==> src/rtl/bank_resp_pkg.sv <==
package bank_resp_pkg;
  typedef enum logic [2:0] {
    B_IDLE = 3'd0,
    B_ACK  = 3'd1,
    B_WAIT = 3'd2,
    B_ARB  = 3'd3,
    B_XFER = 3'd4
  } bank_st_e;
endpackage

==> src/rtl/bank_unit.sv <==
module bank_unit
  import bank_resp_pkg::*;
#(
  parameter int AW    = 8,
  parameter int DELAY = 6
) (
  input  logic          clk,
  input  logic          rst_n,
  input  logic          cmd_valid,
  input  logic          cmd_we,
  input  logic [AW-1:0] cmd_addr,
  output logic          cmd_ready,
  output logic          lock,
  input  logic          gnt,
  output logic          req,
  output logic          xfer,
  output logic          wr_pulse,
  output logic          rd_pulse,
  output logic [AW-1:0] addr_q
);
  localparam int CW = (DELAY > 1) ? $clog2(DELAY) : 1;

  bank_st_e      st;
  logic          we_q;
  logic [CW-1:0] cnt;

  always_ff @(posedge clk) begin
    if (!rst_n) begin
      st     <= B_IDLE;
      we_q   <= 1'b0;
      addr_q <= '0;
      cnt    <= '0;
    end else begin
      case (st)
        B_IDLE: if (cmd_valid) begin
          addr_q <= cmd_addr;
          we_q   <= cmd_we;
          st     <= B_ACK;
        end
        B_ACK: begin
          cnt <= '0;
          st  <= B_WAIT;
        end
        B_WAIT: begin
          if (cnt == CW'(DELAY - 1)) st <= B_ARB;
          else cnt <= cnt + 1'b1;
        end
        B_ARB:  if (gnt) st <= B_XFER;
        B_XFER: st <= B_IDLE;
        default: st <= B_IDLE;
      endcase
    end
  end

  assign cmd_ready = (st == B_ACK);
  assign lock      = (st != B_IDLE) || cmd_valid;
  assign req       = (st == B_ARB);
  assign xfer      = (st == B_XFER);
  assign wr_pulse  = xfer && we_q;
  assign rd_pulse  = xfer && !we_q;

  p_ready_once_r2: assert property (@(posedge clk) disable iff (!rst_n)
    cmd_ready |=> !cmd_ready);
  p_strobe_once_r5: assert property (@(posedge clk) disable iff (!rst_n)
    xfer |=> !xfer);
  p_lock_drop_r1: assert property (@(posedge clk) disable iff (!rst_n)
    $fell(lock) |-> $past(xfer));
endmodule

==> src/rtl/path_arbiter.sv <==
module path_arbiter #(
  parameter int NB = 4
) (
  input  logic          clk,
  input  logic          rst_n,
  input  logic [NB-1:0] req,
  input  logic          busy,
  output logic [NB-1:0] gnt
);
  always_comb begin
    logic found;
    found = 1'b0;
    gnt   = '0;
    for (int i = 0; i < NB; i++) begin
      if (req[i] && !found && !busy) begin
        gnt[i] = 1'b1;
        found  = 1'b1;
      end
    end
  end

  p_one_grant_r4: assert property (@(posedge clk) disable iff (!rst_n)
    $onehot0(gnt));
  p_grant_needs_req_r4: assert property (@(posedge clk) disable iff (!rst_n)
    (gnt & ~req) == '0);
  p_no_grant_busy_r4: assert property (@(posedge clk) disable iff (!rst_n)
    busy |-> (gnt == '0));
endmodule

==> src/rtl/xfer_pipe.sv <==
module xfer_pipe #(
  parameter int          NB      = 4,
  parameter int          AW      = 8,
  parameter int          DW      = 16,
  parameter int          WR_LAT  = 1,
  parameter int          RD_LAT  = 5,
  parameter logic [15:0] RD_SEED = 16'h0010,
  localparam int         BW      = (NB > 1) ? $clog2(NB) : 1,
  localparam int         BEW     = DW / 8,
  localparam int         RDEP    = RD_LAT - 1
) (
  input  logic           clk,
  input  logic           rst_n,
  input  logic           wr_go,
  input  logic           rd_go,
  input  logic [BW-1:0]  go_bank,
  input  logic [AW-1:0]  go_addr,
  input  logic           clash,
  input  logic [DW-1:0]  wdata,
  input  logic [BEW-1:0] wdata_be,
  output logic           wr_log_valid,
  output logic [BW-1:0]  wr_log_bank,
  output logic [AW-1:0]  wr_log_addr,
  output logic [DW-1:0]  wr_log_data,
  output logic [BEW-1:0] wr_log_be,
  output logic           rd_ret_valid,
  output logic [BW-1:0]  rd_ret_bank,
  output logic [AW-1:0]  rd_ret_addr,
  output logic [DW-1:0]  rdata,
  output logic           sched_err
);
  logic [WR_LAT-1:0] wv;
  logic [BW-1:0]     wb [WR_LAT];
  logic [AW-1:0]     wa [WR_LAT];
  logic [RDEP-1:0]   rv;
  logic [BW-1:0]     rb [RDEP];
  logic [AW-1:0]     ra [RDEP];
  logic [DW-1:0]     rd_cnt;

  always_ff @(posedge clk) begin
    if (!rst_n) begin
      wv[0] <= 1'b0;
      rv[0] <= 1'b0;
    end else begin
      wv[0] <= wr_go;
      rv[0] <= rd_go;
    end
    wb[0] <= go_bank;
    wa[0] <= go_addr;
    rb[0] <= go_bank;
    ra[0] <= go_addr;
  end

  for (genvar k = 1; k < WR_LAT; k++) begin : g_wstage
    always_ff @(posedge clk) begin
      if (!rst_n) wv[k] <= 1'b0;
      else wv[k] <= wv[k-1];
      wb[k] <= wb[k-1];
      wa[k] <= wa[k-1];
    end
  end

  for (genvar k = 1; k < RDEP; k++) begin : g_rstage
    always_ff @(posedge clk) begin
      if (!rst_n) rv[k] <= 1'b0;
      else rv[k] <= rv[k-1];
      rb[k] <= rb[k-1];
      ra[k] <= ra[k-1];
    end
  end

  always_ff @(posedge clk) begin
    if (!rst_n) begin
      wr_log_valid <= 1'b0;
      wr_log_bank  <= '0;
      wr_log_addr  <= '0;
      wr_log_data  <= '0;
      wr_log_be    <= '0;
      rd_ret_valid <= 1'b0;
      rd_ret_bank  <= '0;
      rd_ret_addr  <= '0;
      rdata        <= '0;
      rd_cnt       <= DW'(RD_SEED);
      sched_err    <= 1'b0;
    end else begin
      wr_log_valid <= wv[WR_LAT-1];
      rd_ret_valid <= rv[RDEP-1];
      sched_err    <= clash;
      if (wv[WR_LAT-1]) begin
        wr_log_bank <= wb[WR_LAT-1];
        wr_log_addr <= wa[WR_LAT-1];
        wr_log_data <= wdata;
        wr_log_be   <= wdata_be;
      end
      if (rv[RDEP-1]) begin
        rd_ret_bank <= rb[RDEP-1];
        rd_ret_addr <= ra[RDEP-1];
        rdata       <= rd_cnt;
        rd_cnt      <= rd_cnt + 1'b1;
      end
    end
  end

  p_cnt_step_r7: assert property (@(posedge clk) disable iff (!rst_n)
    rd_ret_valid |-> (rd_cnt == rdata + 1'b1));
  p_no_clash_r8: assert property (@(posedge clk) disable iff (!rst_n)
    !sched_err);
endmodule

==> src/rtl/bank_resp_top.sv <==
module bank_resp_top #(
  parameter int          NB        = 4,
  parameter int          AW        = 8,
  parameter int          DW        = 16,
  parameter int          CMD_DELAY = 6,
  parameter int          WR_LAT    = 1,
  parameter int          RD_LAT    = 5,
  parameter logic [15:0] RD_SEED   = 16'h0010,
  localparam int         BW        = (NB > 1) ? $clog2(NB) : 1,
  localparam int         BEW       = DW / 8
) (
  input  logic             clk,
  input  logic             rst_n,
  input  logic [NB-1:0]    cmd_valid,
  input  logic [NB-1:0]    cmd_we,
  input  logic [NB*AW-1:0] cmd_addr,
  output logic [NB-1:0]    cmd_ready,
  output logic [NB-1:0]    lock,
  output logic [NB-1:0]    wdata_ready,
  output logic [NB-1:0]    rdata_valid,
  input  logic [DW-1:0]    wdata,
  input  logic [BEW-1:0]   wdata_be,
  output logic             wr_log_valid,
  output logic [BW-1:0]    wr_log_bank,
  output logic [AW-1:0]    wr_log_addr,
  output logic [DW-1:0]    wr_log_data,
  output logic [BEW-1:0]   wr_log_be,
  output logic             rd_ret_valid,
  output logic [BW-1:0]    rd_ret_bank,
  output logic [AW-1:0]    rd_ret_addr,
  output logic [DW-1:0]    rdata,
  output logic             sched_err
);
  logic [NB-1:0] req, gnt, xfer;
  logic [AW-1:0] addr_q [NB];
  logic [BW-1:0] go_bank;
  logic [AW-1:0] go_addr;
  logic          clash;

  for (genvar i = 0; i < NB; i++) begin : g_bank
    bank_unit #(.AW(AW), .DELAY(CMD_DELAY)) u_bank (
      .clk      (clk),
      .rst_n    (rst_n),
      .cmd_valid(cmd_valid[i]),
      .cmd_we   (cmd_we[i]),
      .cmd_addr (cmd_addr[i*AW +: AW]),
      .cmd_ready(cmd_ready[i]),
      .lock     (lock[i]),
      .gnt      (gnt[i]),
      .req      (req[i]),
      .xfer     (xfer[i]),
      .wr_pulse (wdata_ready[i]),
      .rd_pulse (rdata_valid[i]),
      .addr_q   (addr_q[i])
    );
  end

  path_arbiter #(.NB(NB)) u_arb (
    .clk  (clk),
    .rst_n(rst_n),
    .req  (req),
    .busy (|xfer),
    .gnt  (gnt)
  );

  always_comb begin
    go_bank = '0;
    go_addr = '0;
    for (int i = 0; i < NB; i++) begin
      if (xfer[i]) begin
        go_bank = go_bank | BW'(i);
        go_addr = go_addr | addr_q[i];
      end
    end
    clash = ($countones(wdata_ready) > 1) || ($countones(rdata_valid) > 1);
  end

  xfer_pipe #(
    .NB(NB), .AW(AW), .DW(DW), .WR_LAT(WR_LAT), .RD_LAT(RD_LAT), .RD_SEED(RD_SEED)
  ) u_pipe (
    .clk         (clk),
    .rst_n       (rst_n),
    .wr_go       (|wdata_ready),
    .rd_go       (|rdata_valid),
    .go_bank     (go_bank),
    .go_addr     (go_addr),
    .clash       (clash),
    .wdata       (wdata),
    .wdata_be    (wdata_be),
    .wr_log_valid(wr_log_valid),
    .wr_log_bank (wr_log_bank),
    .wr_log_addr (wr_log_addr),
    .wr_log_data (wr_log_data),
    .wr_log_be   (wr_log_be),
    .rd_ret_valid(rd_ret_valid),
    .rd_ret_bank (rd_ret_bank),
    .rd_ret_addr (rd_ret_addr),
    .rdata       (rdata),
    .sched_err   (sched_err)
  );

  p_one_strobe_r4: assert property (@(posedge clk) disable iff (!rst_n)
    $onehot0(wdata_ready | rdata_valid));
  p_strobe_kind_r5: assert property (@(posedge clk) disable iff (!rst_n)
    (wdata_ready & rdata_valid) == '0);
endmodule

==> config.mk <==
export PLATFORM = sky130hd
export DESIGN_NAME = bank_resp_top
export DESIGN_NICKNAME = d
export VERILOG_FILES = /design/src/rtl/bank_resp_pkg.sv /design/src/rtl/bank_unit.sv /design/src/rtl/path_arbiter.sv /design/src/rtl/xfer_pipe.sv /design/src/rtl/bank_resp_top.sv
export SDC_FILE = /design/constraint.sdc
export NUM_CORES = 1
export LEC_CHECK = 0
export BUFFER_PORTS_ARGS = -buffer_cell sky130_fd_sc_hd__clkbuf_2
export CAP_MARGIN = 20
export CORE_MARGIN = 2
export CORE_UTILIZATION = 40
export CTS_CLUSTER_SIZE = 30
export DETAILED_ROUTE_END_ITERATION = 12
export MAX_ROUTING_LAYER = met4
export PLACE_DENSITY_LB_ADDON = 0.08
export SLEW_MARGIN = 30
export SYNTH_ARGS = -nofsm -noshare
export SYNTH_HDL_FRONTEND = slang
export SYNTH_SLANG_ARGS = --single-unit
==> constraint.sdc <==
create_clock -name clk -period 2.4 [get_ports clk]
set_input_delay 0.36 -clock clk [delete_from_list [all_inputs] [get_ports clk]]
set_output_delay 0.36 -clock clk [all_outputs]
set_load 0.05 [all_outputs]
==> results of run 1 <==
-- placed cells by master (no fill, tap or decap), types with 8 or more instances in the layout --
cell,instances
sky130_fd_sc_hd__or4_1,8
sky130_fd_sc_hd__nor2_1,68
sky130_fd_sc_hd__mux2i_1,61
sky130_fd_sc_hd__nor4_1,8
sky130_fd_sc_hd__clkbuf_16,17
sky130_fd_sc_hd__o21ai_0,9
sky130_fd_sc_hd__inv_1,18
sky130_fd_sc_hd__clkbuf_2,129
sky130_fd_sc_hd__ha_1,11
sky130_fd_sc_hd__nand4_1,9
sky130_fd_sc_hd__dfxtp_1,175
sky130_fd_sc_hd__a21oi_1,52
sky130_fd_sc_hd__a22oi_1,18
sky130_fd_sc_hd__buf_4,15
sky130_fd_sc_hd__nand2b_1,11
sky130_fd_sc_hd__nand2_1,107
-- area by class of cell --
cell class	count	area, um^2
flip-flops and latches	178	3570
well taps	225	282
multi-input cells	463	2980
inverters	19	72.6
clock buffers	19	443
fillers	1631	8780
repair buffers	147	818
clock inverters	13	118
-- sequential cells by signal (all words and copies together) (netlist names), 8 cells and up --
signal and cells:
g_bank.u_bank.st 12, u_pipe.rb 8, u_pipe.ra 32, u_pipe.wr_log_data 16
g_bank.u_bank.addr_q 32, u_pipe.wr_log_addr 8, u_pipe.rdata 16, u_pipe.rd_ret_addr 8
g_bank.u_bank.cnt 12, u_pipe.rd_cnt 16
-- kinds of logic (layout without fill, tap and decap cells) --
kind of cell | after synthesis | in the layout | synth area share
flip-flops | 178 | 178 | 0.516
multiplexers | 61 | 61 | 0.0884
AND/OR/NAND/NOR | 265 | 265 | 0.199
adder cells (fa/ha/maj) | 13 | 13 | 0.0257
XOR/XNOR | 4 | 4 | 0.00508
AO/OA/AOI/OAI | 120 | 120 | 0.112
buffers and inverters | 77 | 198 | 0.0535
-- Yosys cell counts (6+ instances only) --
library cell	n
sky130_fd_sc_hd__nor2b_1	6
sky130_fd_sc_hd__nand2b_1	11
sky130_fd_sc_hd__mux2i_1	61
sky130_fd_sc_hd__nand2_1	107
sky130_fd_sc_hd__nor4_1	8
sky130_fd_sc_hd__nor2_1	68
sky130_fd_sc_hd__or4_1	8
sky130_fd_sc_hd__buf_2	10
sky130_fd_sc_hd__inv_1	19
sky130_fd_sc_hd__dfxtp_1	178
sky130_fd_sc_hd__a22oi_1	18
sky130_fd_sc_hd__clkbuf_1	27
sky130_fd_sc_hd__buf_4	16
sky130_fd_sc_hd__ha_1	11
sky130_fd_sc_hd__a21oi_1	52
sky130_fd_sc_hd__o21ai_0	9
sky130_fd_sc_hd__nand4_1	9
-- worst reg2reg max path, cell delays in order (launching register included) --
cell	delay, ps
sky130_fd_sc_hd__dfxtp_1	540
sky130_fd_sc_hd__nor3b_1	360
sky130_fd_sc_hd__nand2_1	190
sky130_fd_sc_hd__fa_1	500
sky130_fd_sc_hd__mux2i_1	160
sky130_fd_sc_hd__nand2_1	80
sky130_fd_sc_hd__a31oi_1	190
-- power by group through the flow --
stage / logic [mW] / clock network [mW] / registers [mW]
6_report: 0.547 / 2.63 / 3.14
5_1_grt: 0.605 / 2.82 / 3.15
4_1_cts: 0.552 / 2.70 / 3.14
3_5_place_dp: 0.549 / 0 / 3.20
3_3_place_gp: 0.538 / 0 / 3.20
2_1_floorplan: 0.434 / 0 / 3.16
-- routing by layer --
metal,global-route usage,routed length [um],vias to the layer above
met2,0.286,7390,120
met1,0.237,7550,2480
met4,0.0579,198,0
met5,-,0,-
li1,-,-,2705
met3,0.0378,711,17
-- stage by stage --
stage,area [um^2],hold slack (ps),utilization
floorplan,6900,310,-
global placement,7710,310,0.452
detailed placement,7710,312,0.452
CTS,8270,127,0.485
global route,8280,130,0.485
finish,8280,144,0.485
-- worst max path at each step --
stage | start | endpoint | slack (ps)
5_1_grt | g_bank[3].u_bank.st[2] | rdata_valid[3] | 6
3_3_place_gp | g_bank[0].u_bank.st[2] | u_pipe.sched_err | 420
6_report | g_bank[3].u_bank.st[2] | rdata_valid[3] | 120
3_5_place_dp | g_bank[3].u_bank.st[2] | u_pipe.sched_err | 290
4_1_cts | g_bank[3].u_bank.st[2] | rdata_valid[3] | 8
2_1_floorplan | g_bank[0].u_bank.st[0] | u_pipe.sched_err | 310
==> implementation parameters, run 1 <==
Parameter                              Value

Status
  Run status ... complete, no violations

Min path
  Worst Hold Launch ... cmd_addr[26]
  Hold Crit Class ... in2reg
  Hold-critical path endpoint ... g_bank[3].u_bank.addr_q[2]
  Worst hold path cell count ... 3

CTS
  CTS root buffer ... sky130_fd_sc_hd__clkbuf_16
  Clock tree from TritonCTS ... done
  Buffer count from post-CTS setup fixing ... 0
  Gates resized, CTS repair ... 0
  Hold bufs inserted after CTS ... 0
  CTS Buffer Depth ... 2
  Clock latency reported for the late side of the worst-skew pair ... 430 ps
  Clock transition at path regs ... 70 ps
  TritonCTS Buffers ... 17
  Clock Sinks ... 178
  H-tree level count ... 4

Global routing
  Overflow left after global routing ... 0
  Number of antenna violations at the first check in global routing ... 0
  Largest net degree at the start of global routing ... 36
  First-pass GRT wire length ... 25,500 um
  Via count of the first global-routing pass ... 5,014
  Overall routing resource usage ... 0.182

Final layout
  Count of antenna diodes in the layout ... 0
  Proportion of layout cells with a drive suffix above 1 ... 0.238
  Net count, final ... 899
  Final cell count without fillers ... 1,064
  Synthesis-to-layout area growth ... 19.9%

Worst setup path
  Setup slack of the worst register-to-register path ... 310 ps
  Crit-path slowest cell ... sky130_fd_sc_hd__dfxtp_1
  Count of cell instances traversed by the critical path ... 4
  Cell family with the largest share of critical-path delay ... simple AND/OR/NAND/NOR gates
  CP Data Arrival Time ... 1920 ps
  Kind of end point of the critical path ... output port
  FF-to-FF Start ... g_bank[0].u_bank.st[2]
  Maximum fanout encountered on the critical timing path ... 11
  Critical path class ... reg2out
  Largest stage delay on the critical path ... 540 ps
  Reg-to-reg endpoint ... u_pipe.sched_err
  Number of cells on the worst reg-to-reg path ... 6
  Number of buffers and inverters on the critical path ... 2
  Data required time at the worst endpoint ... 2040 ps
  Cells traversed along the worst timing path ... nor3b_4 > nand2b_1 > inv_1 > clkbuf_2
  CP Launch Type ... flop

Synthesis
  Cell type with the highest aggregate area in the netlist ... sky130_fd_sc_hd__dfxtp_1
  Warnings from Yosys ... 0
  Most area-consuming cells after synthesis ... sky130_fd_sc_hd__dfxtp_1 52%, sky130_fd_sc_hd__mux2i_1 8.8%, sky130_fd_sc_hd__nand2_1 5.8%
  Portion of synthesized cell area occupied by the leading cell type ... 0.516
  Post-synthesis cell area ... 6900 um^2
  Sequential fraction of the synthesis area ... 0.516
  Mapped Avg Cell Area ... 9.62 um^2
  Number of register bits inferred by synthesis ... 178
  Post-synth ARST share ... 0
  Number of synthesized flops with an enable pin ... 0
  Number of nets in the synthesized netlist ... 791
  Post-Syn Instances ... 718
  Netlist cell types ... 66
  Predominant post-synthesis flop cell ... sky130_fd_sc_hd__dfxtp_1

Pwr
  Internal portion of total power ... 4.64 mW
  Areal power density over the cells ... 763 nW/um^2
  P_leak ... 3.36 nW
  Switching power ... 1.67 mW
  Relative contribution of combinational cells to total power ... 0.087
  Switching share of total power ... 0.265
  Power, Total ... 6.31 mW
  Sequential share of power ... 0.497
  Worst voltage drop across the vdd grid ... 0.513 mV
  Clk network pwr share ... 0.416

Place
  Buffers added on ports ... 132
  HPWL after detailed placement ... 11,400 um
  Setup slack after placement ... 293 ps
  DP Cell Count ... 1,032
  Final Wtd Congestion ... 0.854

Floorplanning
  Initial standard-cell utilization of the core ... 0.405
  Count of boundary I/O pins ... 133
  Total Die Area ... 18,300 um^2
  Die height ... 135 um
  Placeable core region ... 17,100 um^2
  Chip width ... 135 um
  Floorplan row count ... 48

Timing
  Hold violation total from the final report ... 0
  Total setup violations reported at the end of the flow ... 0
  Post-layout worst setup margin ... 119 ps
  Number of pins with negative max-slew slack in the final report ... 0
  Unrepaired setup endpoints after global routing ... false
  Fmax achieved ... 438 MHz
  Min Clock Period, post-route ... 2280 ps
  Max Clock Skew ... 7.04 ps
  Worst-Margin Slew ... 898 ps
  Setup TNS ... 0 ps
  Relative slew slack ... 0.401
  Post-route fraction of the period consumed by the critical path ... 0.951

Routing
  WL final ... 15,900 um
  Count of vias placed by the detailed router ... 5,322
  First-pass iteration count of the detailed router ... 4
  Via/cell ratio ... 5.00
  Residual antenna-violating net count after detailed routing ... 0
  Detail-routed net length per standard cell ... 14.9 um
  Count of routing violations after the opening detailed-route iteration ... 260
  DRC violation count after routing ... 0

Flow run
  Max-Cap Viols ... 0
No activity file was read; power rests on OpenSTA's default activity.
==> run 2: changes to the inputs <==
--- a/config.mk
+++ b/config.mk
@@ -5,12 +5,13 @@
 export SDC_FILE = /design/constraint.sdc
 export NUM_CORES = 1
 export LEC_CHECK = 0
-export BUFFER_PORTS_ARGS = -buffer_cell sky130_fd_sc_hd__clkbuf_2
 export CAP_MARGIN = 20
 export CORE_MARGIN = 2
 export CORE_UTILIZATION = 40
 export CTS_CLUSTER_SIZE = 30
 export DETAILED_ROUTE_END_ITERATION = 12
+export DONT_BUFFER_PORTS = 1
+export GPL_TIMING_DRIVEN = 0
 export MAX_ROUTING_LAYER = met4
 export PLACE_DENSITY_LB_ADDON = 0.08
 export SLEW_MARGIN = 30
==> implementation parameters, run 2 (synthesis gave the netlist of run 1 again) <==
Parameter                              Value

Worst setup path
  CP Launch Type ... flop
  Reg-to-reg endpoint ... u_pipe.sched_err
  Origin of the worst setup path ... g_bank[3].u_bank.st[0]
  Number of cells on the worst reg-to-reg path ... 7
  Kind of end point of the critical path ... output port
  CP Data Arrival Time ... 1910 ps
  FF-to-FF Start ... g_bank[0].u_bank.st[0]
  Critical path class ... reg2out
  Setup slack of the worst register-to-register path ... 290 ps
  Timing endpoint of the critical path ... rdata_valid[3]
  Maximum fanout encountered on the critical timing path ... 9
  Data required time at the worst endpoint ... 2040 ps

Flow run
  Max-Cap Viols ... 0

Global routing
  Via count of the first global-routing pass ... 4,825
  Largest net degree at the start of global routing ... 20
  Met1 usage ... 0.236
  Number of antenna violations at the first check in global routing ... 0
  M2 GR Usage ... 0.292
  Grt peak-use layer ... met2
  Overflow left after global routing ... 0
  First-pass GRT wire length ... 25,600 um
  GR Layer Usage met3 ... 0.0546
  Overall routing resource usage ... 0.186

Floorplanning
  Initial standard-cell utilization of the core ... 0.405
  Chip width ... 135 um
  Count of boundary I/O pins ... 133
  Placeable core region ... 17,100 um^2
  Floorplan row count ... 48
  Die height ... 135 um
  Total Die Area ... 18,300 um^2

Timing
  Number of pins with negative max-slew slack in the final report ... 0
  Post-route fraction of the period consumed by the critical path ... 0.946
  Max Clock Skew ... 20.0 ps
  Minimum hold slack ... 53.1 ps
  Total setup violations reported at the end of the flow ... 0
  Worst-Margin Slew ... 878 ps
  Hold violation total from the final report ... 0
  Fmax achieved ... 440 MHz
  Unrepaired setup endpoints after global routing ... false
  Setup TNS ... 0 ps
  Min Clock Period, post-route ... 2270 ps
  Relative slew slack ... 0.413

CTS
  CTS root buffer ... sky130_fd_sc_hd__clkbuf_16
  Clock tree from TritonCTS ... done
  CTS Buffer Depth ... 2
  H-tree level count ... 4
  Clock Sinks ... 178
  TritonCTS Buffers ... 17
  Clock latency reported for the late side of the worst-skew pair ... 430 ps
  Clock transition at path regs ... 80 ps

Final layout
  Footprint of the multi-input gates ... 2990 um^2
  Sequential standard cell area ... 3560 um^2
  Count of filler cells inserted in the layout ... 1,666
  Final core area utilization ... 0.459
  Leading cell types in the layout, fill and taps excluded ... 178 x sky130_fd_sc_hd__dfxtp_1, 107 x sky130_fd_sc_hd__nand2_1, 68 x sky130_fd_sc_hd__nor2_1
  Final cell count without fillers ... 976
  Biggest registers after layout ... g_bank.u_bank.addr_q: 32 flops, u_pipe.ra: 32 flops
  Count of antenna diodes in the layout ... 0
  Proportion of layout cells with a drive suffix above 1 ... 0.112
  Net count, final ... 811
  Most common library cell in the layout ignoring fill and taps ... sky130_fd_sc_hd__dfxtp_1
  Synthesis-to-layout area growth ... 13.4%

Pwr
  Worst voltage drop across the vdd grid ... 0.495 mV
  P_leak ... 2.93 nW
  Areal power density over the cells ... 827 nW/um^2

Routing
  Via/cell ratio ... 5.16
  Residual antenna-violating net count after detailed routing ... 0
  Count of vias placed by the detailed router ... 5,041
  First-pass iteration count of the detailed router ... 5
  Detail-routed net length per standard cell ... 16.9 um
  Count of routing violations after the opening detailed-route iteration ... 180
  DRC violation count after routing ... 0
  WL final ... 16,500 um

Place
  DP Cell Count ... 943
  Buffers added on ports ... 0
  HPWL after detailed placement ... 12,300 um
  Final Wtd Congestion ... 0.848

Status
  Run status ... complete, no violations

Min path
  Hold Crit Class ... in2reg
==> run 2: cell count changes in the layout (fill, tap and decap cells not counted), sizes merged <==
| cell | change |
|---|---|
| inv | +1 |
| bufinv | +1 |
| buf | +14 |
| clkinvlp | -1 |
| clkinv | +1 |
| clkbuf | -104 |
==> run 2: layout make-up <==
class / instances / share of cell area
Buffer: 58 / 0.0387
Clock buffer: 17 / 0.0543
Clock inverter: 15 / 0.0236
Inverter: 19 / 0.00911
Multi-Input combinational cell: 463 / 0.382
Sequential cell: 178 / 0.455
Tap cell: 225 / 0.0359
Timing Repair Buffer: 1 / 0.000959
==> run 2: critical path, stage by stage, from the launching register on <==
cell and delay [ps]:
sky130_fd_sc_hd__dfxtp_1 350, sky130_fd_sc_hd__nor3b_2 530, sky130_fd_sc_hd__nand2b_1 280, sky130_fd_sc_hd__inv_1 110, sky130_fd_sc_hd__buf_4 200
==> run 2: timing repair <==
action	CTS	global route
resized for setup	4	6
endpoints found under the setup margin	4	6
setup buffers	0	1
hold buffers	0	0
==> run 2: worst min path at each step <==
stage / start / to / slack (ps) / depth (start not counted)
2_1_floorplan: u_pipe.ra[1][0] / u_pipe.ra[2][0] / 310 / 0
3_3_place_gp: u_pipe.ra[2][7] / u_pipe.ra[3][7] / 310 / 0
3_5_place_dp: u_pipe.ra[1][1] / u_pipe.ra[2][1] / 310 / 0
4_1_cts: cmd_addr[11] / g_bank[1].u_bank.addr_q[3] / 40 / 2
5_1_grt: cmd_addr[4] / g_bank[0].u_bank.addr_q[4] / 40 / 2
6_report: cmd_addr[11] / g_bank[1].u_bank.addr_q[3] / 50 / 2
==> run 2: report_power, final <==
group / internal [mW] / leakage, nW / switching [mW]
clock network: 1.51 / 0.298 / 1.31
logic: 0.187 / 1.19 / 0.358
registers: 3.04 / 1.44 / 0.0761
==> run 2: per-layer routing <==
metal	share of wire	wire length [um]	vias up
li1	-	-	2539
met5	0	0	-
met4	0.0052	86	0
met2	0.48	7880	113
met3	0.061	1000	6
met1	0.46	7570	2383
==> run 2: stage by stage <==
| step | worst slack [ps] | power (mW) | area (um^2) |
|---|---|---|---|
| floorplan | 313 | 3.59 | 6900 |
| global placement | -250 | 3.71 | 7190 |
| detailed placement | -226 | 3.72 | 7190 |
| CTS | 20.4 | 6.55 | 7810 |
| global route | 14.1 | 6.73 | 7830 |
| finish | 129 | 6.48 | 7830 |
